==> src/rtl/rsq_pkg.sv <==
package rsq_pkg;

    localparam int IR_W    = 16;
    localparam int SEL_W   = 3;
    localparam int MINOR_W = 4;
    localparam int MAJ_W   = 3;
    localparam int OFS_W   = 7;
    localparam logic [SEL_W-1:0] PC_IDX = SEL_W'(7);

    typedef enum logic [1:0] {
        FN_ADD    = 2'd0,
        FN_PASS_A = 2'd1,
        FN_PASS_B = 2'd2,
        FN_MINOR  = 2'd3
    } alu_fn_e;

    typedef enum logic [1:0] {
        ASRC_REG = 2'd0,
        ASRC_PS  = 2'd1
    } a_src_e;

    typedef enum logic [1:0] {
        BSRC_REG  = 2'd0,
        BSRC_OFS  = 2'd1,
        BSRC_DISP = 2'd2,
        BSRC_TWO  = 2'd3
    } b_src_e;

    typedef enum logic [4:0] {
        ST_RST0, ST_RST1, ST_FETCH1, ST_FETCH2, ST_BCC1, ST_ARITH1,
        ST_LDA1, ST_LOAD1, ST_LOAD2, ST_LOAD3, ST_STORE1, ST_STORE2,
        ST_RDPS1, ST_WRPS1, ST_HALT1, ST_IRQH, ST_IRETH
    } seq_st_e;

    typedef enum logic [3:0] {
        IC_BCC, IC_ARITH, IC_LOAD, IC_STORE, IC_LDA,
        IC_HALT, IC_IRET, IC_WRPS, IC_RDPS
    } iclass_e;

    typedef struct packed {
        iclass_e              cls;
        logic [SEL_W-1:0]     ra;
        logic [SEL_W-1:0]     rd;
        logic [SEL_W-1:0]     rb;
        logic [MINOR_W-1:0]   minor;
        logic                 word;
        logic                 pc_imm;
    } dec_t;

    typedef struct packed {
        logic [SEL_W-1:0]   rd_a;
        logic [SEL_W-1:0]   rd_b;
        logic [SEL_W-1:0]   wsel;
        logic               rf_we;
        logic               wr_mem;
        logic               pc_we;
        alu_fn_e            fn;
        logic [MINOR_W-1:0] minor;
        a_src_e             asrc;
        b_src_e             bsrc;
        logic               cc_we;
        logic               ps_we;
        logic               ir_ld;
        logic               mem_rd;
        logic               mem_wr;
        logic               mem_word;
        logic               bus_drive;
        logic               halt;
        logic               irq_go;
        logic               iret_go;
    } ctrl_t;

    function automatic iclass_e misc_class(input logic [1:0] code);
        case (code)
            2'b00:   return IC_HALT;
            2'b01:   return IC_IRET;
            2'b10:   return IC_WRPS;
            default: return IC_RDPS;
        endcase
    endfunction

    function automatic seq_st_e first_state(input iclass_e c);
        case (c)
            IC_BCC:   return ST_BCC1;
            IC_ARITH: return ST_ARITH1;
            IC_LOAD:  return ST_LOAD1;
            IC_STORE: return ST_STORE1;
            IC_LDA:   return ST_LDA1;
            IC_IRET:  return ST_IRETH;
            IC_WRPS:  return ST_WRPS1;
            IC_RDPS:  return ST_RDPS1;
            default:  return ST_HALT1;
        endcase
    endfunction

endpackage

==> src/rtl/rsq_decode.sv <==
module rsq_decode
    import rsq_pkg::*;
(
    input  logic [IR_W-1:0] ir,
    output dec_t            dec
);
    localparam int MAJ_LO = IR_W - MAJ_W;

    logic [MAJ_W-1:0] major;
    logic [3:0]       cond;

    assign major = ir[IR_W-1:MAJ_LO];
    assign cond  = {ir[12:10], ir[0]};

    always_comb begin
        dec.ra     = ir[12:10];
        dec.rd     = ir[9:7];
        dec.rb     = ir[6:4];
        dec.minor  = ir[MINOR_W-1:0];
        dec.word   = ir[0];
        dec.pc_imm = (ir[12:10] == PC_IDX) && (ir[OFS_W-1:0] == '0);
        case (major)
            3'b000:  dec.cls = (cond != 4'd0) ? IC_BCC : misc_class(ir[2:1]);
            3'b001:  dec.cls = IC_ARITH;
            3'b010:  dec.cls = IC_LOAD;
            3'b011:  dec.cls = IC_STORE;
            3'b100:  dec.cls = IC_LDA;
            default: dec.cls = IC_HALT;
        endcase
    end

endmodule

==> src/rtl/rsq_fsm.sv <==
module rsq_fsm
    import rsq_pkg::*;
(
    input  logic    clk,
    input  logic    rst,
    input  iclass_e cls,
    input  logic    pc_imm,
    input  logic    ps_ie,
    input  logic    irq,
    input  logic    xfer_done,
    output seq_st_e state
);
    seq_st_e nxt;
    seq_st_e at_boundary;

    assign at_boundary = (irq && ps_ie) ? ST_IRQH : ST_FETCH1;

    always_comb begin
        nxt = state;
        case (state)
            ST_RST0:   nxt = ST_RST1;
            ST_RST1:   nxt = at_boundary;
            ST_FETCH1: nxt = ST_FETCH2;
            ST_FETCH2: nxt = first_state(cls);
            ST_LOAD1:  nxt = ST_LOAD2;
            ST_LOAD2:  nxt = pc_imm ? ST_LOAD3 : at_boundary;
            ST_STORE1: nxt = ST_STORE2;
            ST_IRQH:   nxt = xfer_done ? ST_FETCH1 : ST_IRQH;
            ST_IRETH:  nxt = xfer_done ? at_boundary : ST_IRETH;
            default:   nxt = at_boundary;
        endcase
    end

    always_ff @(posedge clk) begin
        if (rst) state <= ST_RST0;
        else     state <= nxt;
    end

    AST_RST_HOLD: assert property (@(posedge clk) rst |=> (state == ST_RST0));
    AST_FETCH_PAIR: assert property (@(posedge clk) disable iff (rst)
        (state == ST_FETCH1) |=> (state == ST_FETCH2));
    AST_LOAD3_AFTER_LOAD2: assert property (@(posedge clk) disable iff (rst)
        (state == ST_LOAD3) |-> ($past(state) == ST_LOAD2));
    AST_IRQ_NEEDS_IE: assert property (@(posedge clk) disable iff (rst)
        (state == ST_IRQH && $past(state) != ST_IRQH) |-> $past(irq && ps_ie));

endmodule

==> src/rtl/rsq_ctrl_out.sv <==
module rsq_ctrl_out
    import rsq_pkg::*;
(
    input  logic               clk,
    input  logic               rst,
    input  seq_st_e            state,
    input  logic [SEL_W-1:0]   ra,
    input  logic [SEL_W-1:0]   rd,
    input  logic [SEL_W-1:0]   rb,
    input  logic [MINOR_W-1:0] minor,
    input  logic               word,
    input  logic               branch_true,
    output ctrl_t              c
);
    always_comb begin
        c = '0;
        case (state)
            ST_FETCH1: begin
                c.rd_a = PC_IDX;  c.fn = FN_PASS_A;
                c.mem_rd = 1'b1;  c.mem_word = 1'b1;  c.bus_drive = 1'b1;
            end
            ST_FETCH2: begin
                c.ir_ld = 1'b1;   c.rd_a = PC_IDX;
                c.bsrc = BSRC_TWO; c.fn = FN_ADD;   c.pc_we = 1'b1;
            end
            ST_BCC1: begin
                c.rd_a = PC_IDX;  c.bsrc = BSRC_DISP; c.fn = FN_ADD;
                c.pc_we = branch_true;
            end
            ST_ARITH1: begin
                c.rd_a = ra;  c.rd_b = rb;  c.wsel = rd;  c.rf_we = 1'b1;
                c.fn = FN_MINOR;  c.minor = minor;  c.cc_we = 1'b1;
            end
            ST_LDA1: begin
                c.rd_a = ra;  c.bsrc = BSRC_OFS;  c.fn = FN_ADD;
                c.wsel = rd;  c.rf_we = 1'b1;
            end
            ST_LOAD1: begin
                c.rd_a = ra;  c.bsrc = BSRC_OFS;  c.fn = FN_ADD;
                c.mem_rd = 1'b1;  c.mem_word = word;  c.bus_drive = 1'b1;
            end
            ST_LOAD2: begin
                c.wsel = rd;  c.rf_we = 1'b1;  c.wr_mem = 1'b1;  c.mem_word = word;
            end
            ST_LOAD3: begin
                c.rd_a = PC_IDX;  c.bsrc = BSRC_TWO;  c.fn = FN_ADD;  c.pc_we = 1'b1;
            end
            ST_STORE1: begin
                c.rd_a = ra;  c.bsrc = BSRC_OFS;  c.fn = FN_ADD;
                c.mem_wr = 1'b1;  c.mem_word = word;  c.bus_drive = 1'b1;
            end
            ST_STORE2: begin
                c.rd_b = rd;  c.fn = FN_PASS_B;  c.mem_word = word;  c.bus_drive = 1'b1;
            end
            ST_RDPS1: begin
                c.asrc = ASRC_PS;  c.fn = FN_PASS_A;  c.wsel = rd;  c.rf_we = 1'b1;
            end
            ST_WRPS1: begin
                c.rd_b = rb;  c.fn = FN_PASS_B;  c.ps_we = 1'b1;
            end
            ST_HALT1: begin
                c.rd_b = rb;  c.fn = FN_PASS_B;  c.halt = 1'b1;  c.bus_drive = 1'b1;
            end
            ST_IRQH:  c.irq_go  = 1'b1;
            ST_IRETH: c.iret_go = 1'b1;
            default:  c = '0;
        endcase
    end

    AST_MEM_EXCL: assert property (@(posedge clk) disable iff (rst)
        !(c.mem_rd && c.mem_wr));
    AST_IRLD_AFTER_READ: assert property (@(posedge clk) disable iff (rst)
        c.ir_ld |-> $past(c.mem_rd && c.mem_word));
    AST_STORE_DATA: assert property (@(posedge clk) disable iff (rst)
        c.mem_wr |=> (c.bus_drive && !c.mem_wr && !c.mem_rd));
    AST_RESET_QUIET: assert property (@(posedge clk)
        rst |=> !(c.mem_rd || c.mem_wr || c.rf_we || c.pc_we || c.halt));

endmodule

==> src/rtl/rsq_ctrl.sv <==
module rsq_ctrl
    import rsq_pkg::*;
(
    input  logic        clk,
    input  logic        rst,
    input  logic [15:0] ir_q,
    input  logic        ps_ie,
    input  logic        irq,
    input  logic        branch_true,
    input  logic        xfer_done,
    output logic [2:0]  rd_a_sel,
    output logic [2:0]  rd_b_sel,
    output logic [2:0]  wr_sel,
    output logic        rf_we,
    output logic        wr_from_mem,
    output logic        pc_we,
    output logic [1:0]  alu_fn,
    output logic [3:0]  alu_minor,
    output logic [1:0]  alu_a_src,
    output logic [1:0]  alu_b_src,
    output logic        cc_we,
    output logic        ps_we,
    output logic        ir_ld,
    output logic        mem_rd,
    output logic        mem_wr,
    output logic        mem_word,
    output logic        bus_drive,
    output logic        halt,
    output logic        irq_go,
    output logic        iret_go
);
    dec_t    dec;
    seq_st_e state;
    ctrl_t   c;

    rsq_decode u_dec (
        .ir  (ir_q),
        .dec (dec)
    );

    rsq_fsm u_fsm (
        .clk       (clk),
        .rst       (rst),
        .cls       (dec.cls),
        .pc_imm    (dec.pc_imm),
        .ps_ie     (ps_ie),
        .irq       (irq),
        .xfer_done (xfer_done),
        .state     (state)
    );

    rsq_ctrl_out u_out (
        .clk         (clk),
        .rst         (rst),
        .state       (state),
        .ra          (dec.ra),
        .rd          (dec.rd),
        .rb          (dec.rb),
        .minor       (dec.minor),
        .word        (dec.word),
        .branch_true (branch_true),
        .c           (c)
    );

    assign rd_a_sel    = c.rd_a;
    assign rd_b_sel    = c.rd_b;
    assign wr_sel      = c.wsel;
    assign rf_we       = c.rf_we;
    assign wr_from_mem = c.wr_mem;
    assign pc_we       = c.pc_we;
    assign alu_fn      = c.fn;
    assign alu_minor   = c.minor;
    assign alu_a_src   = c.asrc;
    assign alu_b_src   = c.bsrc;
    assign cc_we       = c.cc_we;
    assign ps_we       = c.ps_we;
    assign ir_ld       = c.ir_ld;
    assign mem_rd      = c.mem_rd;
    assign mem_wr      = c.mem_wr;
    assign mem_word    = c.mem_word;
    assign bus_drive   = c.bus_drive;
    assign halt        = c.halt;
    assign irq_go      = c.irq_go;
    assign iret_go     = c.iret_go;

    AST_HANDOFF_EXCL: assert property (@(posedge clk) disable iff (rst)
        !(irq_go && iret_go));
    AST_HALT_ONE_CYCLE: assert property (@(posedge clk) disable iff (rst)
        halt |=> !halt);

endmodule

==> config.mk <==
export PLATFORM = sky130hd
export DESIGN_NAME = rsq_ctrl
export DESIGN_NICKNAME = d
export VERILOG_FILES = /design/src/rtl/rsq_pkg.sv /design/src/rtl/rsq_decode.sv /design/src/rtl/rsq_fsm.sv /design/src/rtl/rsq_ctrl_out.sv /design/src/rtl/rsq_ctrl.sv
export SDC_FILE = /design/constraint.sdc
export NUM_CORES = 1
export LEC_CHECK = 0
export ABC_AREA = 1
export BUFFER_PORTS_ARGS = -buffer_cell sky130_fd_sc_hd__buf_2
export CORE_UTILIZATION = 46
export DETAILED_ROUTE_END_ITERATION = 7
export GPL_ROUTABILITY_DRIVEN = 0
export PLACE_DENSITY = 0.8
export SYNTH_ARGS = -nofsm -noshare
export SYNTH_HDL_FRONTEND = slang
export SYNTH_SLANG_ARGS = --single-unit
export TNS_END_PERCENT = 100
==> constraint.sdc <==
create_clock -name clk -period 1.5 [get_ports clk]
set_input_delay 0 -clock clk [delete_from_list [all_inputs] [get_ports clk]]
set_output_delay 0 -clock clk [all_outputs]
set_load 0.01 [all_outputs]
==> results of run 1 <==
## worst max-delay path by stage
stage                     slack (ps)  cells after the start              to           start
after floorplan                  120                     13  u_fsm.state[0]         ir_q[1]
after global placement            40                     15  u_fsm.state[1]        ir_q[11]
after detailed placement         -60                     14  u_fsm.state[0]         ir_q[1]
after CTS                        -20                     10       wr_sel[0]  u_fsm.state[4]
after global routing            -150                     10       wr_sel[0]  u_fsm.state[4]
final                            -40                     10       wr_sel[0]  u_fsm.state[4]
## power groups by stage
stage | clock [mW] | sequential (mW) | combinational (mW)
after floorplan | 0 | 0.204 | 0.703
after global placement | 0 | 0.215 | 1.01
after detailed placement | 0 | 0.214 | 1.02
after CTS | 0.169 | 0.222 | 1.07
after global routing | 0.183 | 0.271 | 1.28
final | 0.172 | 0.265 | 1.16
## through the flow
step	TNS [ps]	setup WS (ps)
floorplan	0	121
global placement	0	37.1
detailed placement	-56.6	-55.3
CTS	-137	-24.8
global route	-1100	-151
finish	-203	-38.2
## worst register-to-register path: cells and delay by family, from the launching register on
| family | cells | cell delay (ps) |
|---|---|---|
| DFF | 1 | 390 |
| AOI/OAI and AO/OA | 1 | 50 |
| and+or+nand+nor | 7 | 620 |
| buffers and inverters | 2 | 280 |
## placed cells by master (no fill, tap or decap), types with 3 or more instances in the layout
cell      netlist  layout
nand2_1        57      52
buf_2           0      52
inv_1          41      38
nor2_1         31      26
nand3_1        13      13
buf_4           2      12
nor2_4          6      10
nor2_2          8       9
ha_1            7       7
inv_2           6       6
nand2_2         2       5
o22ai_1         4       4
o21ai_0         5       4
dfxtp_4         0       4
inv_4           0       3
a21oi_1         3       3
o21ai_1         2       3
clkbuf_4        0       3
## cell type report
cell class | instances | area [sq um] | share of cell area, %
clock buffer | 4 | 26.3 | 1.67
multi-input combinational | 148 | 853 | 54.2
tap | 28 | 35.0 | 2.22
sequential | 5 | 116 | 7.39
timing repair buffer | 65 | 360 | 22.9
inverter | 47 | 184 | 11.7
## kinds of logic (layout without fill, tap and decap cells)
logic type      Yosys count  count (layout)  share of synthesized area, %
simple gates            123             123                          54.1
fa+ha+maj                 7               7                          8.13
flops                     5               5                          9.29
other cells               1               1                         0.348
buf+inv                  49             116                          17.8
compound gates           17              17                          10.3
## cell usage after synthesis
cell type  number  area (sq um)
nand2_1        57           214
inv_1          41           154
nor2_1         31           116
nand3_1        13          65.1
nor2_2          8          50.1
ha_1            7          87.6
inv_2           6          22.5
nor2_4          6          67.6
dfxtp_1         5           100
o21ai_0         5          25.0
o22ai_1         4          25.0
a21oi_1         3          15.0
buf_4           2          15.0
nand2_2         2          12.5
nand3_2         2          20.0
o21ai_1         2          10.0
a31oi_1         1          6.26
a31oi_4         1          21.3
conb_1          1          3.75
nand4_1         1          6.26
nor3_1          1          5.00
nor3_2          1          10.0
nor3_4          1          16.3
o21ai_2         1          8.76
## metal layers
layer	GRT usage [%]	up-vias	share of wire (%)
met5	0	-	0
met4	11.1	0	0.86
met3	4.24	3	4.9
met2	46.7	42	51
met1	29.0	629	44
li1	-	742	-
## repair_timing
action / 4_1_cts / 5_1_grt
pin swaps: 2 / 4
buffers inserted: 4 / 3
cloned: 0 / 0
setup endpoints to repair: 22 / 26
hold endpoints to repair: 2 / 0
gates resized for setup: 10 / 24
hold buffers: 1 / 0
==> out/qor.json, run 1 <==
{
  "pwr-share-comb_pct": 72.7,
  "power_mw": 1.60,
  "post_drt_via_cell_ratio": 4.77,
  "top_regs": "u_fsm.state (5)",
  "total_routed_length_mm": 3.14,
  "startpoint_type": "flop",
  "largest_register_ffs": 5,
  "r2r_slack_ps": 90,
  "finalWorstPathRequiredPeriod_ps": 1540,
  "drt-pass1-iter-count": 4,
  "cts_inserted_buffers": 3,
  "path_class": "flop to output pin",
  "yosysWarnings": 0,
  "syn_avg_cell_area_sq_um": 5.33,
  "synth_register_bits": 5,
  "rr_worst_depth": 10,
  "worst_path_largest_cell_delay_ps": 390,
  "cts.sink_count": 5,
  "global_route_wire_length_before_repair_mm": 5.06,
  "detailroute.via_count": 1416,
  "clk_path_buf_depth": 2,
  "cts.htree.levels": 1,
  "clock-skew-final_ps": 7.51,
  "power.switching_fraction_pct": 54.4,
  "dpl_cell_area_sq_mm": 0.00140,
  "hold_slack_ps": 38.0,
  "remaining_drc_errors": 0,
  "internal-power_mw": 0.730,
  "die_h_um": 50.4,
  "effective_utilization_at_floorplan_pct": 48.7,
  "numPlacedInstances": 285,
  "timing_hold_violations_final": 0,
  "power.leakage_nw": 0.999,
  "postSynthNetCount": 231,
  "worst_skew_pair_later_pin_latency_ps": 260,
  "layout-drive-gt1-share_pct": 42.4,
  "timing.critical_path.fanout_max": 4,
  "failed_checks": "negative setup slack",
  "layout_setup_ws_ps": -38.2,
  "antenna_violating_nets_post_route": 0,
  "vias_in_the_first_global_route": 1285,
  "synthCells": 202,
  "die_area_sq_mm": 0.00254,
  "setup_viol": 8,
  "seq_area_frac_synth_pct": 9.29,
  "critical_path.n_buffers_inverters": 4,
  "timing.critical_path.cells": "inv_4 -> nand2_4 -> nor2_4 -> inv_4 -> nor2_4 -> nor2_2 -> inv_2 -> nor3_4 -> nor2_1 -> buf_2",
  "worst_r2r_endpoint": "u_fsm.state[0]",
  "largest-register": "u_fsm.state",
  "num_io_pins": 54,
  "r2r_start": "u_fsm.state[1]",
  "post-route-util_pct": 71.2,
  "cpMaxStageDelayCell": "dfxtp_4",
  "timing_max_transition_violations_final": 0,
  "worst_hold_path_type": "input port to flop",
  "worst_hold_startpoint": "ps_ie",
  "max_cap_violations": 0,
  "placeable_core_region_sq_mm": 0.00221,
  "rsz0062_at_grt": "yes",
  "fin_nets": 299,
  "finish.cell_count_without_fillers": 297,
  "run_status": "finished with violations",
  "overflow": 0,
  "die_x_um": 50.4,
  "yosys.cell_types.count": 24,
  "maxClockFrequency_mhz": 650,
  "clkTransAtPathRegs_ps": 40,
  "clock_power_share_pct": 10.8,
  "diodes": 0,
  "cts_tree": "built",
  "io_buffers": 52,
  "critical_path.top_delay_family": "simple AND/OR/NAND/NOR gates",
  "synthesis.area_sq_mm": 0.00108,
  "dp.final_hpwl_mm": 2.47,
  "drt_wl_cell_um": 10.6,
  "worstSetupEndpointType": "output pin",
  "power.density_mw_per_mm2": 1020,
  "fillCellCount": 210,
  "worst-endpoint-required_ps": 1500,
  "hold_end": "u_fsm.state[2]",
  "antenna_found_initial": 0,
  "worst_supply_voltage_drop_on_vdd_mv": 0.727,
  "maximum_number_of_pins_on_one_net_before_global_route_repair": 6,
  "first_iter_violations": 27,
  "p_sw_mw": 0.871,
  "floorplan.rows": 17,
  "hold_depth": 3,
  "min_period_over_period_pct": 103,
  "power.sequential.fraction_pct": 16.5,
  "clock_tree.root_cell": "clkbuf_4",
  "areaGrowthSynthToFinish_pct": 46.2,
  "grt.total_usage_pct": 25.6,
  "postLayoutCellArea_sq_mm": 0.00158,
  "crit_arrival_ps": 1540
}
Power figures use the tool's default switching activity.
==> inputs of run 2 (changes only) <==
CORE_MARGIN = 2   (was unset)
SKIP_LAST_GASP = 1   (was unset)
==> out/qor.json, run 2 (synthesis gave the netlist of run 1 again) <==
{
  "timing.setup.tns": {"value": -69.0, "unit": "ps", "change": "+134 ps"},
  "diodes": {"value": 0, "change": "unchanged"},
  "drt-pass1-iter-count": {"value": 4, "change": "unchanged"},
  "max_cap_violations": {"value": 0, "change": "unchanged"},
  "worstSetupEndpointType": "output pin",
  "finalWorstPathRequiredPeriod": {"value": 1520, "unit": "ps", "change": "-15.9 ps"},
  "worst_path_largest_cell_delay": {"value": 370, "unit": "ps", "change": "-20 ps"},
  "startpoint_type": "flop",
  "effective_utilization_at_floorplan": {"value": 48.7, "unit": "%", "change": "unchanged"},
  "num_io_pins": {"value": 54, "change": "unchanged"},
  "rr_worst_depth": {"value": 9, "change": "-1"},
  "areaGrowthSynthToFinish_pct": 47.3,
  "layout_setup_ws": {"value": -22.3, "unit": "ps", "change": "+15.9 ps"},
  "finish.cell_count_without_fillers": {"value": 297, "change": "unchanged"},
  "die_h": {"value": 52.4, "unit": "um", "change": "+4.0%"},
  "total_routed_length": {"value": 3.18, "unit": "mm", "change": "+1.1%"},
  "first_iter_violations": {"value": 22, "change": "-19%"},
  "global_route_wire_length_before_repair": {"value": 5.09, "unit": "mm", "change": "+0.69%"},
  "worst_supply_voltage_drop_on_vdd": {"value": 0.707, "unit": "mV", "change": "-2.7%"},
  "maxClockFrequency": {"value": 657, "unit": "MHz", "change": "+1.0%"},
  "detailroute.via_count": {"value": 1393, "change": "-1.6%"},
  "hold_slack": {"value": 33.7, "unit": "ps", "change": "-4.23 ps"},
  "largest-register": "u_fsm.state",
  "sequential_cell_area": {"value": 119, "unit": "sq um", "change": "+2.2%"},
  "grt.total_usage": {"value": 23.9, "unit": "%", "change": "-1.7 points"},
  "multi_input_gate_area_in_the_final_layout": {"value": 858, "unit": "sq um", "change": "+0.59%"},
  "min_period_over_period": {"value": 101, "unit": "%", "change": "-1.1 points"},
  "run_status": "finished with violations",
  "dp.final_hpwl": {"value": 2.40, "unit": "mm", "change": "-2.8%"},
  "path_class": "flop to output pin",
  "antenna_found_initial": {"value": 0, "change": "unchanged"},
  "cts.htree.levels": {"value": 1, "change": "unchanged"},
  "vias_in_the_first_global_route": {"value": 1289, "change": "+0.31%"},
  "failed_checks": "negative setup slack",
  "numPlacedInstances": {"value": 283, "change": "-0.70%"},
  "placeable_core_region": {"value": 0.00221, "unit": "sq mm", "change": "unchanged"},
  "timing_hold_violations_final": {"value": 0, "change": "unchanged"},
  "cpMaxStageDelayCell": "dfxtp_4",
  "clk_path_buf_depth": {"value": 2, "change": "unchanged"},
  "overflow": {"value": 0, "change": "unchanged"},
  "worst-endpoint-required": {"value": 1500, "unit": "ps", "change": "about the same"},
  "cts_tree": "built",
  "top_regs": "u_fsm.state (5)",
  "timing_max_transition_violations_final": {"value": 0, "change": "unchanged"},
  "cts.sink_count": {"value": 5, "change": "unchanged"},
  "die_x": {"value": 52.4, "unit": "um", "change": "+4.0%"},
  "clkTransAtPathRegs": {"value": 40, "unit": "ps", "change": "about the same"},
  "cts_inserted_buffers": {"value": 3, "change": "unchanged"},
  "remaining_drc_errors": {"value": 0, "change": "unchanged"},
  "drt_wl_cell": {"value": 10.7, "unit": "um", "change": "+1.1%"},
  "layout-drive-gt1-share": {"value": 42.8, "unit": "%", "change": "+0.37 points"},
  "power": {"value": 1.61, "unit": "mW", "change": "+0.25%"},
  "worst_skew_pair_later_pin_latency": {"value": 250, "unit": "ps", "change": "about the same"},
  "setup_viol": {"value": 5, "change": "-3"},
  "postLayoutCellArea": {"value": 0.00159, "unit": "sq mm", "change": "+0.71%"},
  "clock-skew-final": {"value": 5.05, "unit": "ps", "change": "-2.46 ps"},
  "floorplan.rows": {"value": 17, "change": "unchanged"},
  "hold_depth": {"value": 3, "change": "unchanged"},
  "layout.cells.most_common_list": "nand2_1 (52), buf_2 (52), inv_1 (37), nor2_1 (26), nand3_1 (13)",
  "worst_hold_path_type": "input port to flop",
  "timing.critical_path.mode_cell": "nor2_2",
  "die_area": {"value": 0.00275, "unit": "sq mm", "change": "+8.1%"},
  "fin_nets": {"value": 299, "change": "unchanged"},
  "power.leakage": {"value": 1.01, "unit": "nW", "change": "+0.62%"},
  "largest_register_ffs": {"value": 5, "change": "unchanged"},
  "dpl_cell_area": {"value": 0.00138, "unit": "sq mm", "change": "-1.1%"},
  "power.density": {"value": 1010, "unit": "mW/mm^2", "change": "-0.46%"},
  "timing.critical_path.fanout_max": {"value": 6, "change": "+2"},
  "antenna_violating_nets_post_route": {"value": 0, "change": "unchanged"},
  "maximum_number_of_pins_on_one_net_before_global_route_repair": {"value": 7, "change": "+1"},
  "io_buffers": {"value": 52, "change": "unchanged"},
  "rsz0062_at_grt": "yes",
  "fillCellCount": {"value": 213, "change": "+1.4%"},
  "clock_tree.root_cell": "clkbuf_4",
  "timing.critical_path.cells": "inv_1 -> nor2_2 -> inv_2 -> nor2_2 -> nor3_2 -> o22ai_1 -> buf_2",
  "post_drt_via_cell_ratio": {"value": 4.69, "change": "-1.6%"},
  "crit_arrival": {"value": 1520, "unit": "ps", "change": "-20 ps"}
}
==> run 2: routing by layer <==
metal	GRT usage, %	vias to the layer above	share of wire (%)
li1	-	741	-
met1	26.6	598	43
met2	46.5	52	50
met3	2.86	2	6.2
met4	6.84	0	0.60
met5	0	-	0
==> run 2: what timing repair did <==
action                                  4_1_cts  5_1_grt
resized for setup                            22       16
setup buffers                                 7        2
hold buffers                                  1        0
pin swaps                                     6        3
hold endpoints to repair                      2        0
endpoints found under the setup margin       20       22
gates cloned                                  0        0
==> run 2: power by group <==
part / internal (mW) / switching (mW) / leakage [nW] / total (mW)
Clock: 0.101 / 0.0591 / 0.0150 / 0.160
Combinational: 0.445 / 0.732 / 0.946 / 1.18
Sequential: 0.188 / 0.0807 / 0.0445 / 0.268
==> run 2: final timing paths <==
path,to,startpoint,slack (ps)
max,rd_b_sel[2],u_fsm.state[3],-20
min,u_fsm.state[2],ps_ie,30
max reg2reg,u_fsm.state[3],u_fsm.state[0],140
min reg2reg,u_fsm.state[0],u_fsm.state[3],720
==> run 2: worst max-delay path: cells and delay by family (launching register included) <==
kind,cells,cell delay [ps]
DFF,1,370
AOI/OAI and AO/OA,1,100
buffers and inverters,3,380
and+or+nand+nor,3,420
==> run 2: through the flow <==
step / utilization [%] / worst slack, ps
after CTS: 68.9 / -9.07
after global placement: 62.4 / 50.7
after global routing: 71.7 / -99.4
final: 71.7 / -22.3
after detailed placement: 62.4 / 17.1
after floorplan: - / 121
==> run 2: area by class of cell <==
cell class | instances | area share [%]
clock buffer | 4 | 1.66
tap | 28 | 2.21
inverter | 47 | 11.6
timing repair buffer | 65 | 22.9
sequential | 5 | 7.49
multi-input combinational | 148 | 54.1
==> inputs of run 3 (changes only) <==
GPL_TIMING_DRIVEN = 0   (was unset)
==> out/qor.json, run 3 (synthesis gave the netlist of run 1 again) <==
{
  "run_status": "finished with violations",
  "failed_checks": "negative setup slack",
  "clkTransAtPathRegs": {"value": 50, "unit": "ps", "change": "about the same"},
  "timing.critical_path.fanout_max": {"value": 4, "change": "-2"},
  "worst-endpoint-required": {"value": 1500, "unit": "ps", "change": "about the same"},
  "cts.htree.levels": {"value": 1, "change": "unchanged"},
  "power.leakage": {"value": 1.06, "unit": "nW", "change": "+5.2%"},
  "grt.total_usage": {"value": 22.6, "unit": "%", "change": "-1.3 points"},
  "crit_arrival": {"value": 1550, "unit": "ps", "change": "+30 ps"},
  "detailroute.via_count": {"value": 1479, "change": "+6.2%"},
  "top_regs": "u_fsm.state (5)",
  "postLayoutCellArea": {"value": 0.00167, "unit": "sq mm", "change": "+5.5%"},
  "largest_register_ffs": {"value": 5, "change": "unchanged"},
  "finish.cell_count_without_fillers": {"value": 306, "change": "+3.0%"},
  "effective_utilization_at_floorplan": {"value": 48.7, "unit": "%", "change": "unchanged"},
  "clock_power_share": {"value": 9.8, "unit": "%", "change": "-0.2 points"},
  "die_x": {"value": 52.4, "unit": "um", "change": "unchanged"},
  "die_area": {"value": 0.00275, "unit": "sq mm", "change": "unchanged"},
  "diodes": {"value": 0, "change": "unchanged"},
  "cts_inserted_buffers": {"value": 3, "change": "unchanged"},
  "cts.sink_count": {"value": 5, "change": "unchanged"},
  "post_drt_via_cell_ratio": {"value": 4.83, "change": "+3.1%"},
  "clock_tree.root_cell": "clkbuf_4",
  "floorplan.rows": {"value": 17, "change": "unchanged"},
  "drt-pass1-iter-count": {"value": 6, "change": "+2"},
  "leading_cell_type_in_the_layout_fill_and_taps_excluded": "buf_2",
  "remaining_drc_errors": {"value": 0, "change": "unchanged"},
  "clock-skew-final": {"value": 13.1, "unit": "ps", "change": "+8.02 ps"},
  "antenna_violating_nets_post_route": {"value": 0, "change": "unchanged"},
  "internal-power": {"value": 0.808, "unit": "mW", "change": "+10%"},
  "power.density": {"value": 1040, "unit": "mW/mm^2", "change": "+2.4%"},
  "power.sequential.fraction": {"value": 15.0, "unit": "%", "change": "-1.7 points"},
  "setup_viol": {"value": 11, "change": "+6"},
  "areaGrowthSynthToFinish_pct": 55.4,
  "global_route_wire_length_before_repair": {"value": 4.85, "unit": "mm", "change": "-4.8%"},
  "timing_hold_violations_final": {"value": 0, "change": "unchanged"},
  "layout_setup_ws": {"value": -48.9, "unit": "ps", "change": "-26.6 ps"},
  "worst_skew_pair_later_pin_latency": {"value": 260, "unit": "ps", "change": "about the same"},
  "placeable_core_region": {"value": 0.00221, "unit": "sq mm", "change": "unchanged"},
  "startpoint_type": "flop",
  "dpl_cell_area": {"value": 0.00137, "unit": "sq mm", "change": "-0.54%"},
  "power.switching_fraction": {"value": 53.4, "unit": "%", "change": "-0.91 points"},
  "fin_nets": {"value": 308, "change": "+3.0%"},
  "hold_slack": {"value": 32.9, "unit": "ps", "change": "-0.855 ps"},
  "antenna_found_initial": {"value": 0, "change": "unchanged"},
  "worst_supply_voltage_drop_on_vdd": {"value": 0.651, "unit": "mV", "change": "-8.0%"},
  "path_class": "flop to output pin",
  "clk_path_buf_depth": {"value": 2, "change": "unchanged"},
  "post-route-util": {"value": 75.7, "unit": "%", "change": "+4.0 points"},
  "timing_max_transition_violations_final": {"value": 0, "change": "unchanged"},
  "worstSetupEndpointType": "output pin",
  "num_io_pins": {"value": 54, "change": "unchanged"},
  "pwr-share-comb": {"value": 75.2, "unit": "%", "change": "+1.9 points"},
  "finalWorstPathRequiredPeriod": {"value": 1550, "unit": "ps", "change": "+26.6 ps"},
  "cts_tree": "built",
  "largest-register": "u_fsm.state",
  "maximum_number_of_pins_on_one_net_before_global_route_repair": {"value": 9, "change": "+2"},
  "p_sw": {"value": 0.926, "unit": "mW", "change": "+6.2%"},
  "vias_in_the_first_global_route": {"value": 1191, "change": "-7.6%"},
  "layout-drive-gt1-share": {"value": 45.0, "unit": "%", "change": "+2.2 points"},
  "maxClockFrequency": {"value": 646, "unit": "MHz", "change": "-1.7%"},
  "min_period_over_period": {"value": 103, "unit": "%", "change": "+1.8 points"},
  "layout.cells.most_common_list": "buf_2 (52), nand2_1 (51), inv_1 (37), nor2_1 (26), buf_4 (18)",
  "die_h": {"value": 52.4, "unit": "um", "change": "unchanged"},
  "drt_wl_cell": {"value": 11.6, "unit": "um", "change": "+8.0%"},
  "first_iter_violations": {"value": 39, "change": "+77%"},
  "worst_hold_path_type": "input port to flop",
  "overflow": {"value": 0, "change": "unchanged"},
  "numPlacedInstances": {"value": 282, "change": "-0.35%"},
  "max_cap_violations": {"value": 0, "change": "unchanged"},
  "dp.final_hpwl": {"value": 2.39, "unit": "mm", "change": "-0.53%"},
  "timing.setup.tns": {"value": -290, "unit": "ps", "change": "-221 ps"},
  "total_routed_length": {"value": 3.54, "unit": "mm", "change": "+11%"},
  "io_buffers": {"value": 52, "change": "unchanged"},
  "rsz0062_at_grt": "yes"
}
## run 3: changes by cell type in the layout (fill, tap and decap cells not counted)
cell / before / now
o21ai_1: 3 / 2
buf_6: 1 / 3
o21ai_4: 1 / 2
buf_4: 11 / 18
nand2_1: 52 / 51
nand2_2: 4 / 5
nor3_2: 2 / 0
dfxtp_2: 0 / 1
nor3_4: 1 / 2
nor3_1: 0 / 1
dfxtp_4: 5 / 4
## run 3: path summary, 6_finish.rpt
check	from	end	slack [ps]	depth (start not counted)
setup reg to reg	u_fsm.state[4]	u_fsm.state[3]	30	11
hold reg to reg	u_fsm.state[0]	u_fsm.state[4]	730	5
hold / removal	ps_ie	u_fsm.state[2]	30	3
setup / recovery	u_fsm.state[4]	wr_sel[1]	-50	8
## run 3: critical path, cell delays in order (launching register included)
cell and delay [ps]:
dfxtp_4 360, buf_4 140, nor2_4 110, buf_6 140
nand2_4 60, nor2_4 180, nor3_4 80, nor2_1 90
buf_2 130
## run 3: final cells by class
| class | count | area (sq um) |
|---|---|---|
| multi-input combinational | 148 | 873 |
| fill | 192 | 538 |
| timing repair buffer | 72 | 420 |
| inverter | 47 | 184 |
| sequential | 5 | 116 |
| tap | 28 | 35.0 |
| clock buffer | 4 | 26.3 |
| buffer | 2 | 18.8 |
## run 3: what timing repair did
| action | CTS | global route |
|---|---|---|
| pin swaps | 4 | 13 |
| endpoints found under the hold margin | 2 | 0 |
| buffers inserted | 7 | 12 |
| gates cloned | 0 | 0 |
| gates resized for setup | 14 | 28 |
| hold buffers | 1 | 0 |
| endpoints found under the setup margin | 16 | 25 |
## run 3: metal layers
metal  track usage (%)  share of wire [%]  wire length, um  vias up
met2              42.9                 50             1770       56
met4              5.56                3.2              112        0
met5                 0                  0                0        -
li1                  -                  -                -      760
met3             0.857                6.6              232       11
met1              27.5                 40             1430      652
## run 3: stage by stage
step                setup WS, ps  power, mW
floorplan                    121      0.907
global placement            -200       1.21
detailed placement          -191       1.22
CTS                        -13.5       1.48
global route                -122       1.88
finish                     -48.9       1.73
## run 3: power by group through the flow
stage	clock, mW	combinational [mW]	sequential, mW
after detailed placement	0	1.01	0.210
after CTS	0.158	1.10	0.222
after floorplan	0	0.703	0.204
after global routing	0.181	1.43	0.266
after global placement	0	1.00	0.209
final	0.170	1.30	0.260
